$ cat src/rtl/lsb_port_pkg.sv
package lsb_port_pkg;
  typedef enum logic [1:0] {
    PH_CMD  = 2'd0,
    PH_DATA = 2'd1,
    PH_DONE = 2'd2
  } phase_e;

  localparam int CMD_RW_BIT    = 0;
  localparam int CMD_ADDR_LSB  = 1;
  localparam int CMD_RSV_LSB   = 5;
  localparam int CMD_RSV_W     = 2;
  localparam int CMD_BURST_BIT = 7;
endpackage

$ cat src/rtl/lsb_port_sync.sv
module lsb_port_sync #(
  parameter int STAGES = 2
) (
  input  logic clk_i,
  input  logic rst_ni,
  input  logic sclk_i,
  input  logic cs_ni,
  input  logic sdi_i,
  output logic sclk_rise_o,
  output logic sclk_fall_o,
  output logic cs_act_o,
  output logic sdi_o
);
  localparam int W = 3;
  localparam logic [W-1:0] IDLE = 3'b010; // {sdi, cs_n, sclk}

  logic [STAGES-1:0][W-1:0] chain;
  logic                     sclk_prev;
  logic [W-1:0]             last;

  always_ff @(posedge clk_i or negedge rst_ni) begin
    if (!rst_ni) begin
      chain     <= {STAGES{IDLE}};
      sclk_prev <= 1'b0;
    end else begin
      chain[0] <= {sdi_i, cs_ni, sclk_i};
      for (int s = 1; s < STAGES; s++) chain[s] <= chain[s-1];
      sclk_prev <= chain[STAGES-1][0];
    end
  end

  assign last        = chain[STAGES-1];
  assign cs_act_o    = ~last[1];
  assign sdi_o       = last[2];
  assign sclk_rise_o = cs_act_o & last[0] & ~sclk_prev;
  assign sclk_fall_o = cs_act_o & ~last[0] & sclk_prev;
endmodule

$ cat src/rtl/lsb_port_addr.sv
module lsb_port_addr #(
  parameter int ADDR_W    = 4,
  parameter int LAST_ADDR = 10
) (
  input  logic              clk_i,
  input  logic              rst_ni,
  input  logic              load_i,
  input  logic [ADDR_W-1:0] load_addr_i,
  input  logic              step_i,
  output logic              load_past_o,
  output logic [ADDR_W-1:0] ptr_o,
  output logic              past_o,
  output logic [ADDR_W-1:0] nxt_ptr_o,
  output logic              nxt_past_o
);
  localparam logic [ADDR_W-1:0] LAST = ADDR_W'(LAST_ADDR);

  logic [ADDR_W-1:0] ptr_q;
  logic              past_q;

  assign load_past_o = load_addr_i > LAST;

  always_comb begin
    nxt_ptr_o  = ptr_q;
    nxt_past_o = 1'b1;
    if (!past_q && ptr_q != LAST) begin
      nxt_ptr_o  = ptr_q + 1'b1;
      nxt_past_o = 1'b0;
    end
  end

  always_ff @(posedge clk_i or negedge rst_ni) begin
    if (!rst_ni) begin
      ptr_q  <= '0;
      past_q <= 1'b0;
    end else if (load_i) begin
      ptr_q  <= load_addr_i;
      past_q <= load_past_o;
    end else if (step_i) begin
      ptr_q  <= nxt_ptr_o;
      past_q <= nxt_past_o;
    end
  end

  assign ptr_o  = ptr_q;
  assign past_o = past_q;
endmodule

$ cat src/rtl/lsb_port_ctrl.sv
module lsb_port_ctrl
  import lsb_port_pkg::*;
#(
  parameter int DATA_W    = 8,
  parameter int ADDR_W    = 4,
  parameter int LAST_ADDR = 10
) (
  input  logic              clk_i,
  input  logic              rst_ni,
  input  logic              cs_act_i,
  input  logic              sclk_rise_i,
  input  logic              sdi_i,
  output logic [ADDR_W-1:0] reg_addr_o,
  output logic [DATA_W-1:0] reg_wdata_o,
  output logic              reg_we_o,
  output logic              fetch_o,
  output logic              fetch_zero_o,
  output logic              fetch_burst_o,
  output logic              rd_phase_o
);
  localparam int CNT_W = $clog2(DATA_W);

  phase_e            phase_q;
  logic [CNT_W-1:0]  bit_cnt_q;
  logic [DATA_W-1:0] rx_q, rx_next;
  logic              is_rd_q, burst_q;
  logic              we_q, fetch_q, zero_q, fburst_q;
  logic [ADDR_W-1:0] out_addr_q;
  logic [DATA_W-1:0] wdata_q;

  logic              byte_done, cmd_rw, cmd_bm, cmd_ok, cmd_burst;
  logic [ADDR_W-1:0] cmd_addr;
  logic              load, step, load_past, past, nxt_past;
  logic [ADDR_W-1:0] ptr, nxt_ptr;

  always_comb begin
    rx_next   = {sdi_i, rx_q[DATA_W-1:1]};
    byte_done = sclk_rise_i && (bit_cnt_q == CNT_W'(DATA_W-1));
    cmd_rw    = rx_next[CMD_RW_BIT];
    cmd_addr  = rx_next[CMD_ADDR_LSB +: ADDR_W];
    cmd_bm    = rx_next[CMD_BURST_BIT];
    cmd_ok    = rx_next[CMD_RSV_LSB +: CMD_RSV_W] == '0;
    cmd_burst = cmd_bm && (cmd_addr == '0);
    load      = cs_act_i && byte_done && (phase_q == PH_CMD) && cmd_ok;
    step      = cs_act_i && byte_done && (phase_q == PH_DATA) && burst_q;
  end

  lsb_port_addr #(.ADDR_W(ADDR_W), .LAST_ADDR(LAST_ADDR)) u_addr (
    .clk_i       (clk_i),
    .rst_ni      (rst_ni),
    .load_i      (load),
    .load_addr_i (cmd_addr),
    .step_i      (step),
    .load_past_o (load_past),
    .ptr_o       (ptr),
    .past_o      (past),
    .nxt_ptr_o   (nxt_ptr),
    .nxt_past_o  (nxt_past)
  );

  always_ff @(posedge clk_i or negedge rst_ni) begin
    if (!rst_ni) begin
      phase_q    <= PH_CMD;
      bit_cnt_q  <= '0;
      rx_q       <= '0;
      is_rd_q    <= 1'b0;
      burst_q    <= 1'b0;
      we_q       <= 1'b0;
      fetch_q    <= 1'b0;
      zero_q     <= 1'b0;
      fburst_q   <= 1'b0;
      out_addr_q <= '0;
      wdata_q    <= '0;
    end else begin
      we_q    <= 1'b0;
      fetch_q <= 1'b0;
      if (!cs_act_i) begin
        phase_q   <= PH_CMD;
        bit_cnt_q <= '0;
        is_rd_q   <= 1'b0;
        burst_q   <= 1'b0;
      end else if (sclk_rise_i) begin
        rx_q      <= rx_next;
        bit_cnt_q <= byte_done ? '0 : bit_cnt_q + 1'b1;
        if (byte_done) begin
          unique case (phase_q)
            PH_CMD: begin
              if (!cmd_ok) begin
                phase_q <= PH_DONE;
              end else begin
                phase_q <= PH_DATA;
                is_rd_q <= cmd_rw;
                burst_q <= cmd_burst;
                if (cmd_rw) begin
                  fetch_q    <= 1'b1;
                  zero_q     <= load_past;
                  fburst_q   <= cmd_burst;
                  out_addr_q <= cmd_addr;
                end
              end
            end
            PH_DATA: begin
              if (!is_rd_q && !past) begin
                we_q       <= 1'b1;
                out_addr_q <= ptr;
                wdata_q    <= rx_next;
              end
              if (!burst_q) begin
                phase_q <= PH_DONE;
              end else if (is_rd_q) begin
                fetch_q    <= 1'b1;
                zero_q     <= nxt_past;
                fburst_q   <= 1'b1;
                out_addr_q <= nxt_ptr;
              end
            end
            default: ;
          endcase
        end
      end
    end
  end

  assign reg_addr_o    = out_addr_q;
  assign reg_wdata_o   = wdata_q;
  assign reg_we_o      = we_q;
  assign fetch_o       = fetch_q;
  assign fetch_zero_o  = zero_q;
  assign fetch_burst_o = fburst_q;
  assign rd_phase_o    = cs_act_i && is_rd_q && (phase_q == PH_DATA);
endmodule

$ cat src/rtl/lsb_port_tx.sv
module lsb_port_tx #(
  parameter int DATA_W = 8
) (
  input  logic              clk_i,
  input  logic              rst_ni,
  input  logic              sclk_fall_i,
  input  logic              rd_phase_i,
  input  logic              load_i,
  input  logic              load_zero_i,
  input  logic [DATA_W-1:0] load_data_i,
  output logic              sdo_o,
  output logic              sdo_oe_o
);
  logic [DATA_W-1:0] sh_q;
  logic              sdo_q;

  always_ff @(posedge clk_i or negedge rst_ni) begin
    if (!rst_ni) begin
      sh_q  <= '0;
      sdo_q <= 1'b0;
    end else if (load_i) begin
      sh_q <= load_zero_i ? '0 : load_data_i;
    end else if (sclk_fall_i && rd_phase_i) begin
      sdo_q <= sh_q[0];
      sh_q  <= {1'b0, sh_q[DATA_W-1:1]};
    end
  end

  assign sdo_o    = sdo_q;
  assign sdo_oe_o = rd_phase_i;
endmodule

$ cat src/rtl/lsb_reg_port.sv
module lsb_reg_port #(
  parameter int DATA_W      = 8,
  parameter int ADDR_W      = 4,
  parameter int LAST_ADDR   = 10,
  parameter int SYNC_STAGES = 2
) (
  input  logic              clk_i,
  input  logic              rst_ni,
  input  logic              cs_ni,
  input  logic              sclk_i,
  input  logic              sdi_i,
  output logic              sdo_o,
  output logic              sdo_oe_o,
  output logic [ADDR_W-1:0] reg_addr_o,
  output logic [DATA_W-1:0] reg_wdata_o,
  output logic              reg_we_o,
  output logic              reg_re_o,
  input  logic [DATA_W-1:0] reg_rdata_i,
  output logic              reg_rd_burst_o
);
  logic sclk_rise, sclk_fall, cs_act, sdi_s;
  logic fetch, fetch_zero, fetch_burst, rd_phase;

  lsb_port_sync #(.STAGES(SYNC_STAGES)) u_sync (
    .clk_i       (clk_i),
    .rst_ni      (rst_ni),
    .sclk_i      (sclk_i),
    .cs_ni       (cs_ni),
    .sdi_i       (sdi_i),
    .sclk_rise_o (sclk_rise),
    .sclk_fall_o (sclk_fall),
    .cs_act_o    (cs_act),
    .sdi_o       (sdi_s)
  );

  lsb_port_ctrl #(.DATA_W(DATA_W), .ADDR_W(ADDR_W), .LAST_ADDR(LAST_ADDR)) u_ctrl (
    .clk_i         (clk_i),
    .rst_ni        (rst_ni),
    .cs_act_i      (cs_act),
    .sclk_rise_i   (sclk_rise),
    .sdi_i         (sdi_s),
    .reg_addr_o    (reg_addr_o),
    .reg_wdata_o   (reg_wdata_o),
    .reg_we_o      (reg_we_o),
    .fetch_o       (fetch),
    .fetch_zero_o  (fetch_zero),
    .fetch_burst_o (fetch_burst),
    .rd_phase_o    (rd_phase)
  );

  lsb_port_tx #(.DATA_W(DATA_W)) u_tx (
    .clk_i       (clk_i),
    .rst_ni      (rst_ni),
    .sclk_fall_i (sclk_fall),
    .rd_phase_i  (rd_phase),
    .load_i      (fetch),
    .load_zero_i (fetch_zero),
    .load_data_i (reg_rdata_i),
    .sdo_o       (sdo_o),
    .sdo_oe_o    (sdo_oe_o)
  );

  // past-end fetches load zero and stay invisible to the register file
  assign reg_re_o       = fetch & ~fetch_zero;
  assign reg_rd_burst_o = reg_re_o & fetch_burst;
endmodule

$ cat config.mk
export PLATFORM = sky130hd
export DESIGN_NAME = lsb_reg_port
export DESIGN_NICKNAME = d
export VERILOG_FILES = /design/src/rtl/lsb_port_pkg.sv /design/src/rtl/lsb_port_sync.sv /design/src/rtl/lsb_port_addr.sv /design/src/rtl/lsb_port_ctrl.sv /design/src/rtl/lsb_port_tx.sv /design/src/rtl/lsb_reg_port.sv
export SDC_FILE = /design/constraint.sdc
export NUM_CORES = 1
export LEC_CHECK = 0
export BUFFER_PORTS_ARGS = -buffer_cell sky130_fd_sc_hd__buf_2
export CORE_AREA = 5 5 81 83
export CTS_CLUSTER_DIAMETER = 30
export DETAILED_ROUTE_END_ITERATION = 16
export DIE_AREA = 0 0 86 88
export SETUP_SLACK_MARGIN = 0.02
export SLEW_MARGIN = 30
export SYNTH_ARGS = -nofsm -noshare
export SYNTH_HDL_FRONTEND = slang
export SYNTH_SLANG_ARGS = --single-unit
$ cat constraint.sdc
create_clock -name clk_i -period 5.3 [get_ports clk_i]
set_clock_uncertainty 0.05 [all_clocks]
set_input_delay 0.265 -clock clk_i [delete_from_list [all_inputs] [get_ports clk_i]]
set_output_delay 0.265 -clock clk_i [all_outputs]
set_load 0.02 [all_outputs]
==> results of run 1 <==
-- where the power goes --
part	switching (uW)	internal, uW
clock network	130	93.2
registers	43.5	415
logic	31.6	38.5
-- layout make-up --
cell class | count | area [sq um]
inverter | 7 | 26.3
clock inverter | 3 | 18.8
multi-input combinational | 148 | 1100
fill | 562 | 3010
tap | 75 | 93.8
timing repair buffer | 33 | 180
clock buffer | 5 | 68.8
sequential | 51 | 1280
-- what timing repair did --
item	4_1_cts	5_1_grt
hold endpoints to repair	1	1
setup buffers	0	0
hold buffers	1	1
-- sequential cells by signal (all words and copies together) (netlist names), 2 cells and up --
register	count
u_ctrl.reg_addr_o	4
u_ctrl.u_addr.ptr_o	4
u_tx.sh_q	8
u_sync.chain	3
u_ctrl.bit_cnt_q	3
u_sync.last	3
u_ctrl.phase_q	2
u_ctrl.rx_q	7
u_ctrl.reg_wdata_o	8
-- worst max-delay path, cell delays in order, from the launching register on --
cell     delay (ps)
dfrtp_1         370
ha_1            150
ha_1            400
nand3_1         270
nor2_8          210
mux2_4          320
o221a_2         240
-- worst max-delay path by stage --
stage	cells past startpoint	start	slack, ps	to
finish	6	u_ctrl.bit_cnt_q[0]	3180	u_ctrl.u_addr.ptr_o[1]
global route	6	u_ctrl.bit_cnt_q[0]	3040	u_ctrl.u_addr.ptr_o[1]
floorplan	4	u_ctrl.phase_q[1]	3390	u_ctrl.u_addr.ptr_o[1]
CTS	6	u_ctrl.bit_cnt_q[0]	3170	u_ctrl.u_addr.ptr_o[1]
detailed placement	6	u_ctrl.bit_cnt_q[0]	3180	u_ctrl.u_addr.ptr_o[1]
global placement	6	u_ctrl.bit_cnt_q[0]	3230	u_ctrl.u_addr.ptr_o[1]
-- cell usage after synthesis (4+ instances only) --
cell | count | area (sq um)
nand2_1 | 21 | 78.8
mux2_2 | 16 | 180
nor4_1 | 4 | 25.0
ha_1 | 4 | 50.1
nor2_1 | 9 | 33.8
clkbuf_1 | 4 | 15.0
a21oi_1 | 10 | 50.1
mux2i_1 | 10 | 100
buf_2 | 4 | 20.0
inv_1 | 7 | 26.3
o21ai_0 | 17 | 85.1
dfrtp_1 | 49 | 1230
nand2b_1 | 5 | 31.3
nand3_1 | 4 | 20.0
-- per-stage QoR --
stage | util | std cells | hold WS, ps
detailed placement | 0.460 | 312 | 290
floorplan | - | 218 | -80.6
global placement | 0.460 | 312 | 285
finish | 0.479 | 322 | -0.360
CTS | 0.477 | 321 | 4.23
global route | 0.479 | 322 | 1.59
-- logic make-up after synthesis --
kind of cell,after synthesis,synth area share
buf+inv,19,0.0433
compound gates,52,0.140
flops,51,0.514
simple gates,64,0.160
fa+ha+maj,4,0.0201
mux,27,0.119
xor+xnor,1,0.00352
-- per-layer routing --
layer,part of all wire,GRT usage
met1,0.49,0.208
met2,0.44,0.216
met3,0.058,0.0310
met4,0.012,0.0446
met5,0,0
==> summary.txt, run 1 <==
Synth
  • Seq cells post-synth: 51
  • Register area share after synthesis: 0.514
  • Synthesized cell area: 2490 sq um
  • Top_reg_cell synth: dfrtp_1
  • Netlist cell types: 52
  • Synth warn: 0
  • Synthesized instance count: 218
  • Post-synth net total: 235
  • Avg Inst Size Synth: 11.4 sq um
  • Number of synthesized flops with an enable pin: 0
  • Ys async rst share: 1.00

Flow run
  • Max Cap Viol: 0

Setup path
  • Crit Path Class: flop to flop
  • Worst Path Max Fanout: 11
  • Reg2Reg Depth: 6
  • WP data arrival: 2270 ps
  • CP Capture Type: flop
  • Crit Reg-Reg Startpoint: u_ctrl.bit_cnt_q[0]
  • Worst path required time: 5450 ps
  • Critical R2R Capture: u_ctrl.u_addr.ptr_o[1]
  • Crit path launch type: flop
  • R2R Setup Slk: 3180 ps

Placement
  • Dpl cell area: 2660 sq um
  • Pre-CTS setup slack: 3180 ps
  • DPL Wire Length: 3350 um
  • I/O Buffers: 29
  • GPL Wtd Cong: 0.856

Min path
  • Worst hold path class: input port to asynchronous set/reset pin

Global routing
  • Vias in the first global route: 1768
  • Global-route wire length before repair: 8630 um
  • GR Overflow Total: 0
  • GR Util All Layers: 0.144
  • Largest net degree at the start of global routing: 52
  • Initial antenna violation count: 0

Detailed routing
  • Antenna-violating nets left: 0
  • Vias: 1727
  • 1st-pass router iterations: 4
  • Residual DRC: 0
  • Avg WL per Cell: 15.2 um
  • 1st-iter DRT viols: 140
  • WL final: 4900 um
  • Via density: 5.36

STA
  • Time the worst path needs with I/O delays and setup: 2120 ps
  • Setup_tns: 0 ps
  • Hold slack final: -0.360 ps
  • Peak Freq: 471 MHz
  • Final worst-path cycle share: 0.400
  • Max Slew Vio Count: 0
  • Worst Tran Pin Value: 629 ps
  • RSZ-0062 raised after global routing: no
  • Final Hold Fails: 1
  • Final setup fails: 0
  • Worst slew margin: 0.580
  • Setup WS post-layout: 3180 ps

Pwr
  • P_leak: 0.00130 uW
  • Peak VDD IR: 144 uV
  • Pwr Total: 751 uW
  • Pwr/cell area: 271 nW/um^2

CTS
  • H-tree levels: 2
  • TritonCTS buffer count: 5
  • Root Buffer: clkbuf_8
  • CTS tree: done
  • Clk sinks: 51
  • Clk slew on worst S/H paths: 90 ps
  • Longest Clk Path Bufs: 2
  • Cts repair resizes: 0
  • Clock latency on the worst-skew pair: 300 ps

Die
  • I/O Pins: 30
  • Initial core utilization: 0.430
  • Die Ht: 88 um
  • Die Wd: 86 um
  • Core box area: 5780 sq um
  • Rows: 28
  • Full die area: 7570 sq um

Cells and area
  • Commonest non-fill, non-tap cell in the layout: dfrtp_1
  • Ant diodes: 0
  • Area growth syn-to-layout: 11.3%
  • Layout cell share with drive strength beyond 1: 0.271
  • Final instance area: 2770 sq um
  • # nets final: 263
  • Most frequent cells in the layout: dfrtp_1 (49), buf_2 (29), nand2_1 (21), o21ai_0 (17), mux2_2 (16)

Run status
  • Failing checks: hold timing
  • Status: finished with violations
(Power assumes the default switching activity.)
==> inputs of run 2 (changes only) <==
--- a/config.mk
+++ b/config.mk
@@ -5,11 +5,13 @@
 export SDC_FILE = /design/constraint.sdc
 export NUM_CORES = 1
 export LEC_CHECK = 0
+export ABC_AREA = 1
 export BUFFER_PORTS_ARGS = -buffer_cell sky130_fd_sc_hd__buf_2
-export CORE_AREA = 5 5 81 83
+export CORE_AREA = 5 5 82 84
 export CTS_CLUSTER_DIAMETER = 30
 export DETAILED_ROUTE_END_ITERATION = 16
-export DIE_AREA = 0 0 86 88
+export DIE_AREA = 0 0 87 89
+export PLACE_DENSITY = 0.65
 export SETUP_SLACK_MARGIN = 0.02
 export SLEW_MARGIN = 30
 export SYNTH_ARGS = -nofsm -noshare
==> constraint.sdc (replaced) <==
create_clock -name clk_i -period 1.9 [get_ports clk_i]
set_clock_uncertainty 0.05 [all_clocks]
set_input_delay 0.095 -clock clk_i [delete_from_list [all_inputs] [get_ports clk_i]]
set_output_delay 0.095 -clock clk_i [all_outputs]
set_load 0.02 [all_outputs]
==> run 2 against run 1 <==
Synthesized cell count up 37%. Worst hold slack improved by 57 ps. Utilization is 2.8 points higher. The run now ends clean. Routed wire length rose by 9.8%. Global-route usage is 1.1 points higher. Flip-flop and latch count stayed put. Combinational power increased to 2.8 times the previous value. Area after synthesis up 3.6%. Design area increased by 7.1%.
==> summary.txt, run 2 <==
Setup path
  • WP data arrival: 1520 ps
  • Worst Path Max Fanout: 10
  • CP Capture Type: output pin
  • Crit path largest cell delay: 500 ps
  • Crit Reg-Reg Startpoint: u_ctrl.bit_cnt_q[0]
  • Worst path required time: 1750 ps
  • Critical Path Slowest Stage Cell: dfrtp_1
  • Crit path launch type: flop
  • Worst-path cell chain: inv_1 -> nor2_2 -> buf_2
  • Critical Path Source: u_ctrl.fetch_o
  • Crit Path Class: flop to output pin

CTS
  • Clock latency on the worst-skew pair: 300 ps
  • Cts repair resizes: 0
  • Clk slew on worst S/H paths: 90 ps
  • Longest Clk Path Bufs: 2
  • Root Buffer: clkbuf_8
  • Clk sinks: 51
  • H-tree levels: 2
  • CTS tree: done
  • TritonCTS buffer count: 5

STA
  • Time the worst path needs with I/O delays and setup: 1670 ps
  • Peak Freq: 599 MHz
  • Hold slack final: 56.8 ps
  • Max Slew Vio Count: 0
  • Worst Tran Pin Value: 585 ps
  • Final Hold Fails: 0
  • Setup_tns: 0 ps
  • Final worst-path cycle share: 0.878
  • Worst slew margin: 0.610
  • Final setup fails: 0
  • RSZ-0062 raised after global routing: no

Synth
  • Seq cells post-synth: 51
  • Synthesized cell area: 2580 sq um
  • Synthesized instance count: 299
  • Netlist cell types: 31
  • Synth top area share: 0.476
  • Register area share after synthesis: 0.496
  • Count leader, synth: nand2_1
  • Ranking of synthesized cells by area: dfrtp_1 (48%), nand2_1 (11%), o21ai_0 (5.4%), inv_1 (5.4%), nand3_1 (4.9%)
  • Top_reg_cell synth: dfrtp_1
  • Number of synthesized flops with an enable pin: 0
  • Avg Inst Size Synth: 8.62 sq um
  • Ys async rst share: 1.00
  • Cell accounting for the most synthesized area: dfrtp_1
  • Synth warn: 0
  • Post-synth top cells: nand2_1 (77), dfrtp_1 (49), inv_1 (37)
  • Post-synth net total: 316

Placement
  • I/O Buffers: 29
  • DPL Wire Length: 4020 um
  • GPL Wtd Cong: 0.871
  • Dpl cell area: 2830 sq um

Die
  • Full die area: 7740 sq um
  • I/O Pins: 30
  • Die Wd: 87 um
  • Initial core utilization: 0.441
  • Rows: 28
  • Die Ht: 89 um
  • Core box area: 5850 sq um

Pwr
  • Peak VDD IR: 349 uV
  • Pwr Total: 2000 uW
  • P_leak: 0.00149 uW
  • Pwr/cell area: 676 nW/um^2

Global routing
  • Initial antenna violation count: 0
  • GR Util All Layers: 0.155
  • Global-route wire length before repair: 9540 um
  • Largest net degree at the start of global routing: 27
  • Vias in the first global route: 2048
  • GR Overflow Total: 0

Cells and area
  • Ant diodes: 0
  • Commonest non-fill, non-tap cell in the layout: nand2_1
  • Area growth syn-to-layout: 15.0%
  • # nets final: 357
  • Final instance area: 2970 sq um
  • Most frequent cells in the layout: nand2_1 (77), dfrtp_1 (49), inv_1 (37), buf_2 (29), o21ai_0 (28)
  • Layout cell share with drive strength beyond 1: 0.217

Detailed routing
  • WL final: 5380 um
  • 1st-iter DRT viols: 182
  • Vias: 2057
  • 1st-pass router iterations: 4
  • Residual DRC: 0
  • Antenna-violating nets left: 0
  • Avg WL per Cell: 12.9 um
  • Via density: 4.94

Flow run
  • Max Cap Viol: 0

Run status
  • Status: finished, final reports clean

Min path
  • Worst hold path class: input port to flop
  • Hold_sp: reg_rdata_i[4]
[run 2: final timing paths]
path                                             to  slack (ps)  cells past startpoint
max in group asynchronous           u_sync.chain[1]         920                      3
worst max register to register  u_ctrl.fetch_zero_o         250                      9
worst max-delay path                       reg_re_o         230                      3
worst min register to register       u_sync.last[0]         310                      0
worst min-delay path                   u_tx.sh_q[4]          60                      5
min in group asynchronous              u_tx.sh_q[4]         260                      2
[run 2: power breakdown]
| part | internal (uW) | switching [uW] | total, uW |
|---|---|---|---|
| clock network | 265 | 366 | 631 |
| logic | 64.1 | 134 | 199 |
| registers | 1130 | 46.2 | 1170 |
[run 2: critical path: cells and delay by family, from the launching register on]
family | cells | cell delay, ps
flops | 1 | 500
buf+inv | 2 | 400
simple gates | 1 | 310
[run 2: cell families (layout without fill, tap and decap cells)]
logic type | count (synthesis) | count (layout) | synth area share
simple gates | 148 | 148 | 0.290
compound gates | 52 | 52 | 0.121
flops | 51 | 51 | 0.496
buf+inv | 43 | 85 | 0.0704
fa+ha+maj | 4 | 4 | 0.0194
xor+xnor | 1 | 1 | 0.00340
[run 2: cell type report]
class,instances,area (sq um)
clock buffers,6,72.6
clock inverters,2,16.3
fillers,559,2890
inverters,39,149
multi-input cells,205,1120
flip-flops and latches,51,1280
well taps,75,93.8
repair buffers,38,238
[run 2: what timing repair did]
action                                  CTS  global route
hold buffers                              5             0
endpoints found under the setup margin    0             0
hold endpoints to repair                 29             0
buffers inserted                          0             0
[run 2: stage by stage]
stage / cells / utilization / setup slack, ps
after floorplan: 299 / - / 385
after global placement: 403 / 0.483 / 331
after detailed placement: 403 / 0.483 / 272
after CTS: 416 / 0.507 / 209
after global routing: 416 / 0.507 / 104
final: 416 / 0.507 / 231
[run 2: metal layers]
metal | share of wire | wire [um] | vias to the layer above | GRT usage
met5 | 0 | 0 | - | 0
met1 | 0.47 | 2550 | 964 | 0.205
met2 | 0.46 | 2460 | 44 | 0.257
met4 | 0.016 | 85 | 0 | 0.0467
met3 | 0.053 | 285 | 9 | 0.0332
li1 | - | - | 1040 | -
==> inputs of run 3 (changes only) <==
==> constraint.sdc (replaced) <==
create_clock -name clk_i -period 1.9 [get_ports clk_i]
set_clock_uncertainty 0.05 [all_clocks]
set_input_delay 0.38 -clock clk_i [delete_from_list [all_inputs] [get_ports clk_i]]
set_output_delay 0.38 -clock clk_i [all_outputs]
set_load 0.02 [all_outputs]
==> run 3 against run 2 <==
Critical path depth up 1. Global-route usage rose by 0.42 points. Routed wire length grew 0.19%. Clock-buffer cell count unchanged. Sequential share of layout area fell by 0.085 points. Design area up 0.30%. Non-clock buffer count decreased by 1. Total power up 6.1%. Combinational power is 3% lower. Register-to-register slack worse by 40 ps. Critical path type unchanged.
==> summary.txt, run 3 (synthesis gave the netlist of run 2 again) <==
Cells and area
  • Area growth syn-to-layout: 15.4%
  • Multi-input gate area: 1120 sq um
  • Commonest non-fill, non-tap cell in the layout: nand2_1
  • Most frequent cells in the layout: nand2_1 (77), dfrtp_1 (48), inv_1 (37), o21ai_0 (28), buf_2 (28)
  • Final instance area: 2970 sq um
  • Layout cell share with drive strength beyond 1: 0.229
  • # nets final: 356
  • Filler Cell Count: 550
  • FF/Latch Area: 1280 sq um
  • Ant diodes: 0

Die
  • Initial core utilization: 0.441
  • Rows: 28
  • Core box area: 5850 sq um
  • Die Wd: 87 um
  • Full die area: 7740 sq um
  • Die Ht: 89 um
  • I/O Pins: 30

STA
  • Final worst-path cycle share: 0.952
  • Peak Freq: 553 MHz
  • Final setup fails: 0
  • RSZ-0062 raised after global routing: no
  • Worst slew margin: 0.709
  • Time the worst path needs with I/O delays and setup: 1810 ps
  • Setup_tns: 0 ps
  • Worst Tran Pin Value: 436 ps
  • Hold slack final: 112 ps
  • Final Hold Fails: 0
  • Max Slew Vio Count: 0

Placement
  • I/O Buffers: 29
  • GPL Wtd Cong: 0.839
  • DPL Wire Length: 4110 um
  • Dpl cell area: 2840 sq um

Setup path
  • WP data arrival: 1380 ps
  • Worst Path Max Fanout: 7
  • R2R Setup Slk: 210 ps
  • Critical Path Slowest Stage Cell: dfrtp_1
  • CP delay by family, top: flip-flops
  • Crit Path Class: flop to output pin
  • Worst-path cell chain: inv_2 -> nand2_4 -> nor3_4 -> buf_4
  • Crit Reg-Reg Startpoint: u_ctrl.phase_q[1]
  • Critical R2R Capture: u_tx.sh_q[1]
  • CP Capture Type: output pin
  • Worst path required time: 1470 ps
  • Buf+Inv Stages, Crit Path: 2
  • Reg2Reg Depth: 7
  • Crit path launch type: flop
  • Crit path largest cell delay: 440 ps

Detailed routing
  • 1st-pass router iterations: 4
  • 1st-iter DRT viols: 100
  • WL final: 5390 um
  • Vias: 2040
  • Via density: 4.92
  • Avg WL per Cell: 13.0 um
  • Antenna-violating nets left: 0
  • Residual DRC: 0

Min path
  • Hold_sp: cs_ni
  • Worst hold path class: input port to flop
  • Hold Path End: u_sync.chain[1]
  • WHS Path Cells: 1

Global routing
  • GR Util All Layers: 0.159
  • M1 GR Usage: 0.213
  • Largest net degree at the start of global routing: 27
  • GR Overflow Total: 0
  • Initial antenna violation count: 0
  • GR Layer Usage met3: 0.0350
  • Gr busiest metal: met2
  • GR Layer Usage met2: 0.258
  • Global-route wire length before repair: 9720 um
  • Vias in the first global route: 1987

Flow run
  • Max Cap Viol: 0

Pwr
  • Pwr/cell area: 715 nW/um^2
  • Peak VDD IR: 540 uV
  • P_leak: 0.00150 uW

CTS
  • CTS tree: done
  • H-tree levels: 2
  • Longest Clk Path Bufs: 2
  • Root Buffer: clkbuf_8
  • TritonCTS buffer count: 5
  • Clk slew on worst S/H paths: 90 ps
  • Clock latency on the worst-skew pair: 310 ps
  • Clk sinks: 51

Run status
  • Status: finished, final reports clean
run 3: routing by layer:
metal	share of wire	wire length (um)	up-vias
met5	0	0	-
met4	0.010	54	0
met3	0.052	282	4
met2	0.47	2520	50
met1	0.47	2530	944
li1	-	-	1042
run 3: area by class of cell:
cell class / count / area share
clock buffer: 6 / 0.0244
clock inverter: 2 / 0.0130
inverter: 39 / 0.0501
multi-input combinational: 205 / 0.376
sequential: 51 / 0.430
tap: 75 / 0.0316
timing repair buffer: 37 / 0.0749
run 3: where the power goes:
group          switching [uW]  internal (uW)
sequential               46.7           1130
clock                     359            398
combinational             134           60.3
run 3: worst register-to-register path, delay by kind of cell, from the launching register on:
kind | cells | cell delay (ps)
AND/OR/NAND/NOR | 4 | 660
flip-flops | 1 | 440
buffers and inverters | 2 | 290
AO/OA/AOI/OAI | 1 | 120
run 3: worst max path at each step:
stage                        start  slack, ps  depth (start not counted)                  end
3_3_place_gp   u_ctrl.bit_cnt_q[0]        330                          9  u_ctrl.fetch_zero_o
3_5_place_dp   u_ctrl.bit_cnt_q[0]        260                          9  u_ctrl.fetch_zero_o
6_report         u_ctrl.phase_q[1]         90                          4             sdo_oe_o
2_1_floorplan  u_ctrl.bit_cnt_q[0]        380                          9  u_ctrl.fetch_zero_o
4_1_cts          u_ctrl.phase_q[1]         60                          4             sdo_oe_o
5_1_grt          u_ctrl.phase_q[1]         30                          4             sdo_oe_o
run 3: through the flow:
stage                     utilization  power (uW)  setup slack, ps  cells
after floorplan                     -        1300              385    299
after global placement          0.486        1380              328    405
after detailed placement        0.486        1390              259    405
after CTS                       0.506        2150             58.8    414
after global routing            0.508        2230             27.0    415
final                           0.508        2130             91.9    415
run 3: timing repair:
action,4_1_cts,5_1_grt
hold endpoints to repair,15,0
endpoints found under the setup margin,0,2
gates resized for setup,0,2
setup buffers,0,1
hold buffers,1,0
